`src/rtl/dma_regs_pkg.sv`:
```
package dma_regs_pkg;

    localparam int OFF_W  = 13;
    localparam int DATA_W = 32;

    localparam logic [OFF_W-1:0] OFF_DPTR   = 13'h000;
    localparam logic [OFF_W-1:0] OFF_SDESC  = 13'h058;
    localparam logic [OFF_W-1:0] OFF_SBUF   = 13'h05C;
    localparam logic [OFF_W-1:0] OFF_GRP    = 13'h060;
    localparam logic [OFF_W-1:0] OFF_GDOWN  = 13'h07C;
    localparam logic [OFF_W-1:0] OFF_CMD    = 13'h080;
    localparam logic [OFF_W-1:0] OFF_CFG    = 13'h084;
    localparam logic [OFF_W-1:0] OFF_STAT   = 13'h088;
    localparam logic [OFF_W-1:0] OFF_MASK   = 13'h08C;
    localparam logic [OFF_W-1:0] OFF_ACK    = 13'h090;
    localparam logic [OFF_W-1:0] OFF_RAW    = 13'h094;
    localparam logic [OFF_W-1:0] OFF_MSKD   = 13'h098;
    localparam logic [OFF_W-1:0] OFF_SCMD   = 13'h09C;

    typedef enum logic [2:0] {
        ST_RST  = 3'd1,
        ST_STOP = 3'd2,
        ST_RUN  = 3'd4
    } chan_state_e;

    function automatic logic off_mapped(input logic [OFF_W-1:0] off);
        case (off)
            OFF_DPTR, OFF_SDESC, OFF_SBUF, OFF_GRP, OFF_GDOWN, OFF_CMD,
            OFF_CFG, OFF_STAT, OFF_MASK, OFF_ACK, OFF_RAW, OFF_MSKD,
            OFF_SCMD: return 1'b1;
            default:  return 1'b0;
        endcase
    endfunction

endpackage

```
`src/rtl/dma_addr_dec.sv`:
```
module dma_addr_dec
    import dma_regs_pkg::*;
#(
    parameter int NUM_CH = 3,
    localparam int CH_W  = (NUM_CH > 1) ? $clog2(NUM_CH) : 1,
    localparam int ADDR_W = OFF_W + CH_W
) (
    input  logic              sel,
    input  logic [ADDR_W-1:0] addr,
    input  logic [3:0]        be,
    output logic [CH_W-1:0]   ch,
    output logic [OFF_W-1:0]  off,
    output logic              ok,
    output logic              err
);
    logic ch_ok;

    always_comb begin
        ch    = addr[ADDR_W-1:OFF_W];
        off   = addr[OFF_W-1:0];
        ch_ok = (32'(ch) < NUM_CH);
        ok    = sel && (be == 4'hF) && ch_ok && off_mapped(off);
        err   = sel && !ok;
    end
endmodule

```
`src/rtl/dma_chan_ctl.sv`:
```
module dma_chan_ctl
    import dma_regs_pkg::*;
#(
    parameter int INTR_W = 4
) (
    input  logic              clk,
    input  logic              rst_n,
    input  logic              wr_en,
    input  logic [OFF_W-1:0]  off,
    input  logic [DATA_W-1:0] wdata,
    output logic [DATA_W-1:0] rdata,
    input  logic [INTR_W-1:0] intr_set,
    input  logic              desc_eol,
    input  logic              eol_hit,
    input  logic              restart,
    input  logic [7:0]        src,
    output logic              irq,
    output logic              req_start,
    output logic              req_load_d,
    output logic              req_load_c,
    output logic              req_cont
);
    typedef struct packed {
        logic [DATA_W-1:0] dptr;
        logic [DATA_W-1:0] sdesc;
        logic [DATA_W-1:0] sbuf;
        logic [DATA_W-1:0] grp;
        logic [DATA_W-1:0] gdown;
        logic [DATA_W-1:0] cmd;
        logic [DATA_W-1:0] cfg;
        logic [DATA_W-1:0] mask;
        logic [DATA_W-1:0] smd;
        logic [INTR_W-1:0] raw;
        chan_state_e       st;
        logic              eol;
        logic              s_start;
        logic              s_ld_d;
        logic              s_ld_c;
        logic              s_cont;
    } chan_t;

    chan_t q, d;
    logic  start_cmd, cfg_wr;
    logic [INTR_W-1:0] masked;

    always_comb begin
        d         = q;
        d.s_start = 1'b0;
        d.s_ld_d  = 1'b0;
        d.s_ld_c  = 1'b0;
        d.s_cont  = 1'b0;
        start_cmd = 1'b0;
        cfg_wr    = 1'b0;
        if (wr_en) begin
            case (off)
                OFF_DPTR:  d.dptr  = wdata;
                OFF_SDESC: d.sdesc = wdata;
                OFF_SBUF:  d.sbuf  = wdata;
                OFF_GRP:   d.grp   = wdata;
                OFF_GDOWN: d.gdown = wdata;
                OFF_MASK:  d.mask  = wdata;
                OFF_ACK:   d.raw   = q.raw & ~wdata[INTR_W-1:0];
                OFF_CMD: begin
                    d.cmd = wdata;
                    if (q.cfg[0] && !q.cfg[1] && q.st == ST_RUN && desc_eol)
                        d.s_cont = 1'b1;
                end
                OFF_CFG: begin
                    d.cfg  = wdata;
                    cfg_wr = 1'b1;
                    if (wdata[1])  d.st = ST_STOP;
                    if (!wdata[0]) d.st = ST_RST;
                end
                OFF_SCMD: begin
                    d.smd = wdata;
                    if (|(wdata[9:0] & 10'h140)) begin
                        d.s_ld_d = 1'b1;
                        if (wdata[5]) start_cmd = 1'b1;
                    end
                    if (wdata[9]) begin
                        d.s_ld_c  = 1'b1;
                        start_cmd = 1'b1;
                    end
                end
                default: ;
            endcase
        end
        d.s_start = start_cmd;
        if ((start_cmd || restart) && !cfg_wr) begin
            d.st  = ST_RUN;
            d.eol = 1'b0;
        end
        d.raw = d.raw | intr_set;
        if (eol_hit) d.eol = 1'b1;
    end

    always_ff @(posedge clk or negedge rst_n) begin
        if (!rst_n) begin
            q    <= '0;
            q.st <= ST_RST;
        end else begin
            q <= d;
        end
    end

    always_comb begin
        masked = q.raw & q.mask[INTR_W-1:0];
        case (off)
            OFF_DPTR:  rdata = q.dptr;
            OFF_SDESC: rdata = q.sdesc;
            OFF_SBUF:  rdata = q.sbuf;
            OFF_GRP:   rdata = q.grp;
            OFF_GDOWN: rdata = q.gdown;
            OFF_CMD:   rdata = q.cmd;
            OFF_CFG:   rdata = q.cfg;
            OFF_MASK:  rdata = q.mask;
            OFF_SCMD:  rdata = q.smd;
            OFF_STAT:  rdata = {16'b0, src, 2'b0, q.eol, 2'b0, q.st};
            OFF_RAW:   rdata = DATA_W'(q.raw);
            OFF_MSKD:  rdata = DATA_W'(masked);
            default:   rdata = '0;
        endcase
    end

    assign irq        = |masked;
    assign req_start  = q.s_start;
    assign req_load_d = q.s_ld_d;
    assign req_load_c = q.s_ld_c;
    assign req_cont   = q.s_cont;

    // a config write with enable clear always lands in reset
    a_r3_cfg_to_reset: assert property (@(posedge clk) disable iff (!rst_n)
        (wr_en && off == OFF_CFG && !wdata[0]) |=> (q.st == ST_RST));

    // state is always one of the three one-hot codes
    a_r4_state_onehot: assert property (@(posedge clk) disable iff (!rst_n)
        $onehot(q.st));

    // acknowledged bits are gone unless re-set in the same cycle
    a_r5_ack_clears: assert property (@(posedge clk) disable iff (!rst_n)
        (wr_en && off == OFF_ACK && intr_set == '0)
        |=> ((q.raw & $past(wdata[INTR_W-1:0])) == '0));

    // a context load always comes with a start
    a_r8_ctx_starts: assert property (@(posedge clk) disable iff (!rst_n)
        req_load_c |-> req_start);

    // a start strobe coincides with the running state
    a_r9_start_running: assert property (@(posedge clk) disable iff (!rst_n)
        req_start |-> (q.st == ST_RUN));

    // continue is only issued from a running, enabled channel
    a_r10_cont_gate: assert property (@(posedge clk) disable iff (!rst_n)
        req_cont |-> ($past(q.st) == ST_RUN && $past(q.cfg[1:0]) == 2'b01));
endmodule

```
`src/rtl/dma_chan_regs.sv`:
```
module dma_chan_regs
    import dma_regs_pkg::*;
#(
    parameter int NUM_CH = 3,
    parameter int INTR_W = 4,
    localparam int CH_W   = (NUM_CH > 1) ? $clog2(NUM_CH) : 1,
    localparam int ADDR_W = OFF_W + CH_W
) (
    input  logic                     clk,
    input  logic                     rst_n,
    input  logic                     bus_sel,
    input  logic                     bus_wr,
    input  logic [ADDR_W-1:0]        bus_addr,
    input  logic [3:0]               bus_be,
    input  logic [31:0]              bus_wdata,
    output logic [31:0]              bus_rdata,
    output logic                     bus_err,
    input  logic [NUM_CH*INTR_W-1:0] eng_intr_set,
    input  logic [NUM_CH-1:0]        eng_desc_eol,
    input  logic [NUM_CH-1:0]        eng_eol_hit,
    input  logic [NUM_CH-1:0]        eng_restart,
    input  logic [NUM_CH*8-1:0]      stream_src,
    output logic [NUM_CH-1:0]        irq,
    output logic [NUM_CH-1:0]        req_start,
    output logic [NUM_CH-1:0]        req_load_d,
    output logic [NUM_CH-1:0]        req_load_c,
    output logic [NUM_CH-1:0]        req_cont
);
    logic [CH_W-1:0]   dec_ch;
    logic [OFF_W-1:0]  dec_off;
    logic              dec_ok;
    logic [DATA_W-1:0] ch_rd [NUM_CH];

    dma_addr_dec #(.NUM_CH(NUM_CH)) u_dec (
        .sel  (bus_sel),
        .addr (bus_addr),
        .be   (bus_be),
        .ch   (dec_ch),
        .off  (dec_off),
        .ok   (dec_ok),
        .err  (bus_err)
    );

    for (genvar i = 0; i < NUM_CH; i++) begin : g_ch
        logic wr_hit;
        assign wr_hit = dec_ok && bus_wr && (32'(dec_ch) == i);
        dma_chan_ctl #(.INTR_W(INTR_W)) u_ch (
            .clk        (clk),
            .rst_n      (rst_n),
            .wr_en      (wr_hit),
            .off        (dec_off),
            .wdata      (bus_wdata),
            .rdata      (ch_rd[i]),
            .intr_set   (eng_intr_set[i*INTR_W +: INTR_W]),
            .desc_eol   (eng_desc_eol[i]),
            .eol_hit    (eng_eol_hit[i]),
            .restart    (eng_restart[i]),
            .src        (stream_src[i*8 +: 8]),
            .irq        (irq[i]),
            .req_start  (req_start[i]),
            .req_load_d (req_load_d[i]),
            .req_load_c (req_load_c[i]),
            .req_cont   (req_cont[i])
        );
    end

    always_comb begin
        bus_rdata = '0;
        for (int i = 0; i < NUM_CH; i++)
            if (dec_ok && !bus_wr && 32'(dec_ch) == i) bus_rdata = ch_rd[i];
    end

    // a rejected access never returns data
    a_r12_err_reads_zero: assert property (@(posedge clk) disable iff (!rst_n)
        bus_err |-> (bus_rdata == '0));
endmodule

```
`config.mk`:
```
export PLATFORM = sky130hd
export DESIGN_NAME = dma_chan_regs
export DESIGN_NICKNAME = d
export VERILOG_FILES = /design/src/rtl/dma_regs_pkg.sv /design/src/rtl/dma_addr_dec.sv /design/src/rtl/dma_chan_ctl.sv /design/src/rtl/dma_chan_regs.sv
export SDC_FILE = /design/constraint.sdc
export NUM_CORES = 1
export LEC_CHECK = 0
export ABC_AREA = 1
export ABC_CLOCK_PERIOD_IN_PS = 4140
export BUFFER_PORTS_ARGS = -buffer_cell sky130_fd_sc_hd__buf_2
export CAP_MARGIN = 20
export CORE_MARGIN = 3
export CORE_UTILIZATION = 45
export CTS_CLUSTER_DIAMETER = 80
export CTS_CLUSTER_SIZE = 40
export DETAILED_ROUTE_END_ITERATION = 10
export GPL_ROUTABILITY_DRIVEN = 1
export PLACE_DENSITY = 0.73
export SYNTH_ARGS = -nofsm -noshare
export SYNTH_HDL_FRONTEND = slang
export SYNTH_SLANG_ARGS = --single-unit
```
`constraint.sdc`:
```
create_clock -name clk -period 4.14 [get_ports clk]
set_input_delay 0.828 -clock clk [delete_from_list [all_inputs] [get_ports clk]]
set_output_delay 0.828 -clock clk [all_outputs]
set_load 0.03 [all_outputs]
```
**Yosys cells after proc, flatten, opt, wreduce, memory -nomap -nowiden**

Cells that the tools add are included.

- Equal/unequal tests: 21
- Magnitude comparators: 1
- Bitwise operators: 10
- Reduce and logical (&&, ||, !) cells: 81
- Multiplexer cells: 45

Operators by type and width:

| kind | number |
|---|---|
| $pmux W32 S12 | 3 |
| $eq A13 B8 Y1 const B | 8 |
| $mux W32 | 3 |
| $reduce_and A2 Y1 | 27 |
| $eq A13 B7 Y1 const B | 4 |
| $and A4 B4 Y4 | 6 |
| $logic_and A1 B1 Y1 | 24 |
| $mux W4 | 6 |
| $mux W1 | 23 |
| $mux W7 | 3 |
| $mux W3 | 6 |
| $reduce_bool A2 Y1 | 9 |
| $logic_not A13 Y1 | 1 |
| $reduce_or A13 Y1 | 1 |
| $or A4 B4 Y4 | 3 |
| $reduce_or A4 Y1 | 3 |
| $eq A3 B3 Y1 const B | 3 |
| $ne A3 B1 Y1 const B | 3 |
| $reduce_and A3 Y1 | 3 |
| $logic_not A1 Y1 | 8 |
| $eq A4 B4 Y1 const B | 1 |
| $not A4 Y4 | 1 |
| $logic_or A1 B1 Y1 | 3 |
| $eq A2 B1 Y1 const B | 1 |
| other kinds (5) | 5 |

- Output and inout bits: 48
- Word-level logic and storage cells: 206
- Input bits: 100
- Register bits after elaboration: 900

**Depth between registers and ports, before layout**

Gate-level depths: netlist (run 1).

- Depth in word-level cells: 11
- Mapped depth: 17
- Depth with buffers taken out: 16

**By module**

Synthesis (run 1) repeated with hierarchy kept, for this count alone.

- Cell total of the unflattened synthesis: 5216
- Area, all modules: 41280.8 um^2

Modules (own cells, without submodules):

| module | area each (um^2) | cells an instance | sequential area each (um^2) | times used |
|---|---|---|---|---|
| dma_chan_ctl | 13402.9 | 1669 | 7508.5 | 3 |
| dma_chan_regs | 807.0 | 158 | 0.0 | 1 |
| dma_addr_dec | 265.3 | 51 | 0.0 | 1 |

**Least setup slack after synthesis (run 1)**

Ideal clock, no wire load.

- Kind: in2out
- From: input port bus_addr[9]
- To: output port bus_rdata[2]
- Required time: 3.312 ns
- Cell stages on the path: 13
- Data arrival time: 2.615 ns
- Path buffers: 2
- Slack: 0.697 ns
- Cell sequence: nor2_2 > nand2_1 > nor2_4 > nand3_1 > nand3_1 > nor2_1 > a21boi_1 > buf_2 > buf_2 > nand4_1 > nand3_1 > nand2_1 > inv_1

- Longest elaborated chain between the ends: 9
- Elaborated cells between the ends (all ways): 26
- Classes of those cells: eq/ne: 12; mux: 7; reduce/logical: 7

Ends and longest elaborated chain:

| item | RTL line | RTL |
|---|---|---|
| start: declaration | dma_chan_regs.sv:13 | `input logic [ADDR_W-1:0] bus_addr,` |
| $eq A13 B8 Y1 (tied with other cells) | dma_regs_pkg.sv:27 | `case (off)` |
| $reduce_or A13 Y1 | dma_regs_pkg.sv:27 |  |
| $mux W1 | dma_regs_pkg.sv:27 |  |
| $logic_and A1 B1 Y1 | dma_addr_dec.sv:22 | `ok = sel && (be == 4'hF) && ch_ok && off_mapped(off);` |
| $logic_and A1 B1 Y1 (2 in a row) | dma_chan_regs.sv:70 | `if (dec_ok && !bus_wr && 32'(dec_ch) == i) bus_rdata = ch_rd[i];` |
| $mux W32 (2 in a row) | dma_chan_regs.sv:70 |  |
| $mux W32 (*) | dma_chan_regs.sv:70 |  |
| end: declaration | dma_chan_regs.sv:16 | `output logic [31:0] bus_rdata,` |

Every way passes the cells marked *; elsewhere a longest branch is shown, timed or not.

**Final worst setup path (run 1)**

- From: input port bus_addr[1]
- To: output port bus_rdata[6]

Same word-level chain as after synthesis.

==> results of run 1 <==
## worst max path at each step
stage | end
after floorplan | bus_rdata[2]
after global placement | bus_rdata[17]
after detailed placement | bus_rdata[17]
after CTS | bus_rdata[17]
after global routing | bus_rdata[29]
final | bus_rdata[6]
## routing by layer
metal / vias up / GRT usage [%] / routed length, um
li1: 15886 / - / -
met1: 16811 / 39.4 / 54500
met2: 1833 / 41.5 / 56600
met3: 233 / 4.67 / 13200
met4: 2 / 8.25 / 3740
met5: - / 0 / 13
## critical path: cells and delay by family
kind | cells | cell delay, ns
AO/OA/AOI/OAI | 1 | 0.26
buffers and inverters | 6 | 0.94
AND/OR/NAND/NOR | 10 | 1.22
## cells in the final DEF (no fill, tap or decap), drive strengths merged
master,n
a211oi,1
a21boi,1
a21o,2
a21oi,84
a22o,23
and3,9
buf,290
bufinv,2
clkbuf,42
clkinv,11
dfrtp,897
dfstp,3
diode,1
inv,154
nand2,2003
nand3,116
nand3b,22
nand4,114
nor2,248
nor3,8
nor3b,1
nor4b,1
o2111ai,2
o211a,3
o211ai,2
o21a,3
o21ai,886
o21bai,10
o22ai,4
## report_power, final
part           internal [mW]  switching [mW]
Combinational         0.0774           0.418
Clock                   1.97            3.09
Sequential              8.79         0.00113
## layout make-up
type | count | share of cell area (%)
repair buffers | 293 | 5.83
multi-input cells | 3543 | 35.5
clock buffers | 39 | 2.16
clock inverters | 23 | 0.839
inverters | 144 | 1.28
well taps | 1165 | 3.30
flip-flops and latches | 900 | 51.0
diodes | 1 | 0.00567
## timing repair
action                                  4_1_cts  5_1_grt
gates resized for setup                       0        9
hold endpoints to repair                      0        0
gates cloned                                  0        2
pin swaps                                     1        1
buffers inserted                              2        1
endpoints found under the setup margin        3       19
## kinds of logic (layout without fill, tap and decap cells)
group                  Yosys count  in the layout  synth area share [%]
AOI/OAI and AO/OA             1021           1021                  13.2
buffers and inverters          516            499                  5.48
DFF                            900            900                  55.8
other                            0              1                     0
and+or+nand+nor               2522           2522                  25.5
## state kept, by name, summed over array words and instances, names as in the netlist
register,cells
g_ch.u_ch.q,888
g_ch.u_ch.req_cont,3
g_ch.u_ch.req_load_c,3
g_ch.u_ch.req_load_d,3
g_ch.u_ch.req_start,3
## through the flow
step | setup WS (ns) | TNS, ns | cells | util (%)
after global placement | -0.116 | -0.116 | 6040 | 48.2
after CTS | 0.0616 | 0 | 6104 | 49.7
after floorplan | 0.697 | 0 | 4959 | -
final | 0.0527 | 0 | 6108 | 49.8
after global routing | -0.00530 | -0.00530 | 6107 | 49.8
after detailed placement | -0.0698 | -0.128 | 6040 | 48.2
==> results.yml, run 1 <==
outcome:
  outcome: "finished clean"
place:
  placed_area_sq_mm: 0.0427
  gp_congestion: 0.949
  dp_hpwl_um: 78700
  port_buffers: 147
critical_path:
  start_kind: "input port"
  worstSetupPathType: "input port to primary output"
  r2r_end: "g_ch[0].u_ch.req_cont$_DFF_PN0_"
  ff2ff_setup_slack_ns: 2.97
  worstReg2RegStart: "g_ch[0].u_ch.q[6]$_DFFE_PN0P_"
  critPathRequiredTime_ns: 3.31
  critical_path.max_stage_delay_ns: 0.26
  critPathLaunch: "bus_addr[1]"
  path_common_cell: "nand2_1"
  critical_path.endpoint_type: "primary output"
  crit_path_top_delay_cell: "a21boi_4"
  crit_fanout: 21
  crit_chain: "buf_2 -> nor2_4 -> nand2_1 -> inv_2 -> nand2_1 -> nor2_4 -> nor2_1 -> nand2_1 -> nor2_1 -> a21boi_4 -> buf_12 -> buf_12 -> nand4_1 -> nand3_1 -> nand2_1 -> inv_1 -> buf_2"
  r2r_cells: 3
  cp.arrival_ns: 3.26
synth:
  synth_edf_count: 0
  synth.most_common_cell: "nand2_1"
  yosysTopAreaCell: "dfrtp_1"
  synthCells: 4959
  synth_area_sq_mm: 0.0403
  synth_ff_type: "dfrtp_1"
  ys_seq_area_share_pct: 55.8
  async_flop_share_pct: 100
  yosys_warnings: 0
  synth.area.top_cells: "dfrtp_1 56%, nand2_1 18%, o21ai_0 6.6%"
  syn_nets: 5059
  yosys.area.top_type_share_pct: 55.6
  syn_area_per_cell_sq_um: 8.14
  synthDistinctLibCells: 41
  synth-seq-cells: 900
  netlist_top_cells_count: "1977 x nand2_1, 897 x dfrtp_1, 528 x o21ai_0"
timing:
  layout_min_cycle_time_ns: 4.09
  slew_viol_final: 0
  finalSetupViolations: 0
  tightest_slew_ns: 1.14
  finClkSkew_ns: 0.0150
  hold_viol: 0
  relSlewSlack_pct: 23.7
  period_share_pct: 98.7
  hold_ws_ns: 0.158
  fmax_mhz: 245
layout:
  nFillCells: 8470
  nets: 5017
  drive_above_1_share_pct: 8.96
  area_growth_pct: 9.39
  multiInputGateArea_sq_mm: 0.0157
  ff_latch_area_sq_mm: 0.0225
  final_design_area_no_fill_sq_mm: 0.0441
global_route:
  grt_pass1_wl_um: 197000
  antenna_found_initial: 1
  grt_overflow: 0
  grt_use_total_pct: 27.0
  grt_pass1_vias: 32679
  grt_max_degree: 119
die:
  coreArea_sq_mm: 0.0886
  die_height_um: 305
  rows: 109
  die_w_um: 305
  initial_core_util_pct: 45.5
  ios: 148
  die_area_sq_mm: 0.0933
cts:
  htreeDepth: 2
  cts_root_buffer: "clkbuf_16"
  clk_pin_slew_ns: 0.13
  insertion_delay_ns: 0.62
  cts_tree: "done"
  clock_sinks: 900
  hold_buffers: 0
  cts_max_path_buffers: 3
  cts_buffers: 35
drt:
  vias_per_cell: 5.69
  drt-wirelength-per-cell_um: 21.0
  post-route-drc-count: 0
  wirelength_um: 128000
  ant_nets: 0
  drtPass1Iterations: 6
  drt_iter0_markers: 4432
  dr_total_vias: 34765
power_and_ir_drop:
  peakVddDrop_uv: 347
  p_per_area_mw_per_mm2: 325
  p_leak_nw: 21.9
  p_total_mw: 14.4
flow_run:
  maxCapViolations: 0
hold_path:
  hold_class: "input port to async pin"
Power figures use the tool's default switching activity.
==> run 2: changes to the inputs <==
--- a/config.mk
+++ b/config.mk
@@ -11,10 +11,10 @@
 export CAP_MARGIN = 20
 export CORE_MARGIN = 3
-export CORE_UTILIZATION = 45
+export CORE_UTILIZATION = 35
 export CTS_CLUSTER_DIAMETER = 80
 export CTS_CLUSTER_SIZE = 40
 export DETAILED_ROUTE_END_ITERATION = 10
 export GPL_ROUTABILITY_DRIVEN = 1
-export PLACE_DENSITY = 0.73
+export PLACE_DENSITY = 0.62
 export SYNTH_ARGS = -nofsm -noshare
 export SYNTH_HDL_FRONTEND = slang
==> constraint.sdc (replaced) <==
create_clock -name clk -period 4.14 [get_ports clk]
set_input_delay 0.414 -clock clk [delete_from_list [all_inputs] [get_ports clk]]
set_output_delay 0.414 -clock clk [all_outputs]
set_load 0.03 [all_outputs]
==> run 2 against run 1 <==
  * Clock skew increased by 0.0082 ns
  * Utilization decreased by 11 points
  * Via count decreased by 1.7%
==> results.yml, run 2 (same netlist as run 1, synthesis figures left out) <==
timing:
  period_share_pct: 91.6
  relSlewSlack_pct: 25.3
  setup-tns-final_ns: 0
  rsz0062_at_grt: "false"
  hold_ws_ns: 0.0231
  setup_ws_ns: 0.347
  layout_min_cycle_time_ns: 3.79
  finClkSkew_ns: 0.0232
  slew_viol_final: 0
  fmax_mhz: 264
  finalSetupViolations: 0
  hold_viol: 0
  tightest_slew_ns: 1.12
hold_path:
  worstHoldPathCells: 3
  hold_class: "input port to register"
critical_path:
  critPathRequiredTime_ns: 3.73
  crit_chain: "buf_2 -> inv_2 -> nor2_1 -> nand2_1 -> nor2_1 -> nand2_1 -> buf_4 -> clkinv_1 -> nor4b_4 -> buf_12 -> buf_12 -> nor2_1 -> nand2_1 -> inv_1 -> buf_2"
  r2r_end: "g_ch[0].u_ch.req_cont$_DFF_PN0_"
  critical_path.endpoint_type: "primary output"
  worstSetupPathType: "input port to primary output"
  critical_path.max_stage_delay_ns: 0.85
  r2r_cells: 4
  crit_fanout: 16
  worstReg2RegStart: "g_ch[0].u_ch.q[6]$_DFFE_PN0P_"
  ff2ff_setup_slack_ns: 3.04
  start_kind: "input port"
  crit_path_top_delay_cell: "nor4b_4"
  critPathLaunch: "bus_addr[7]"
  cp.arrival_ns: 3.38
  crit_end: "bus_rdata[31]"
drt:
  dr_total_vias: 34169
  wirelength_um: 139000
  drt-wirelength-per-cell_um: 21.7
  vias_per_cell: 5.33
  drt_iter0_markers: 4088
  drtPass1Iterations: 6
  ant_nets: 0
  post-route-drc-count: 0
layout:
  final_design_area_no_fill_sq_mm: 0.0441
  drive_above_1_share_pct: 8.02
  max_flop_register: "g_ch.u_ch.q"
  nets: 4988
  final_cell_mix: "1976 x nand2_1, 897 x dfrtp_1, 528 x o21ai_0"
  ff_latch_area_sq_mm: 0.0225
  instances_no_fill: 6414
  nFillCells: 11671
  area_growth_pct: 9.36
  final_common_cell: "nand2_1"
  multiInputGateArea_sq_mm: 0.0157
  largest_register_ffs: 888
  utilization_pct: 38.9
cts:
  cts_max_path_buffers: 3
  cts_root_buffer: "clkbuf_16"
  clk_pin_slew_ns: 0.12
  cts_buffers: 35
  clock_sinks: 900
  cts_tree: "done"
  cts_resized: 0
  insertion_delay_ns: 0.65
  htreeDepth: 2
die:
  rows: 123
  initial_core_util_pct: 35.6
  die_w_um: 346
  coreArea_sq_mm: 0.113
  die_area_sq_mm: 0.119
  ios: 148
  die_height_um: 346
global_route:
  grt_use_total_pct: 22.8
  grt_overflow: 0
  grt_pass1_vias: 31971
  antenna_found_initial: 7
  grt_max_degree: 100
  grt_pass1_wl_um: 210000
place:
  dp_cells: 6339
  gp_congestion: 0.904
  dp_hpwl_um: 84700
  dp_slack_ns: 0.451
  port_buffers: 147
  placed_area_sq_mm: 0.0428
flow_run:
  maxCapViolations: 0
outcome:
  outcome: "finished clean"
power_and_ir_drop:
  p_per_area_mw_per_mm2: 323
  peakVddDrop_uv: 257
  p_leak_nw: 21.6
  p_total_mw: 14.3
[run 2: changes by cell type in the layout (fill, tap and decap cells not counted), moves of 3 or more]
cell | before | now
clkbuf_16 | 40 | 35
inv_12 | 2 | 7
buf_12 | 54 | 47
inv_8 | 5 | 2
inv_16 | 3 | 0
dlygate4sd3_1 | 0 | 12
buf_4 | 88 | 58
clkbuf_1 | 0 | 3
[run 2: per-layer routing]
metal	GRT usage, %	up-vias	routed length (um)
met5	0	-	27
met1	32.9	16674	61000
met3	3.81	188	12500
li1	-	15846	-
met2	35.5	1457	61800
met4	5.73	4	3570
[run 2: cell type report]
type | instances | area share, %
Tap cell | 1500 | 4.25
Antenna cell | 1 | 0.00567
Clock inverter | 22 | 0.746
Inverter | 144 | 1.28
Sequential cell | 900 | 51.1
Timing Repair Buffer | 264 | 5.08
Clock buffer | 40 | 2.07
Multi-Input combinational cell | 3543 | 35.5
[run 2: power breakdown]
part / total [mW] / internal [mW] / switching [mW]
logic: 0.511 / 0.0809 / 0.430
registers: 8.79 / 8.79 / 0.00159
clock network: 4.95 / 1.83 / 3.12
total: 14.3 / 10.7 / 3.55
[run 2: timing repair]
action | 4_1_cts | 5_1_grt
setup endpoints to repair | 0 | 0
hold buffers | 12 | 0
endpoints found under the hold margin | 95 | 0
setup buffers | 0 | 0
[run 2: how the worst min path moves through the flow]
| stage | startpoint | end | slack, ns |
|---|---|---|---|
| floorplan | rst_n | g_ch[0].u_ch.q[100]$_DFFE_PN0P_ | 0.12 |
| global placement | g_ch[0].u_ch.q[4]$_DFFE_PN0P_ | g_ch[0].u_ch.q[4]$_DFFE_PN0P_ | 0.46 |
| detailed placement | g_ch[0].u_ch.q[4]$_DFFE_PN0P_ | g_ch[0].u_ch.q[4]$_DFFE_PN0P_ | 0.46 |
| CTS | eng_desc_eol[1] | g_ch[1].u_ch.req_cont$_DFF_PN0_ | 0.0006 |
| global route | eng_eol_hit[0] | g_ch[0].u_ch.q[4]$_DFFE_PN0P_ | 0.03 |
| finish | eng_desc_eol[1] | g_ch[1].u_ch.req_cont$_DFF_PN0_ | 0.02 |
[run 2: critical path: cells and delay by family]
family	cells	cell delay, ns
buffers and inverters	8	1.48
and+or+nand+nor	7	1.47
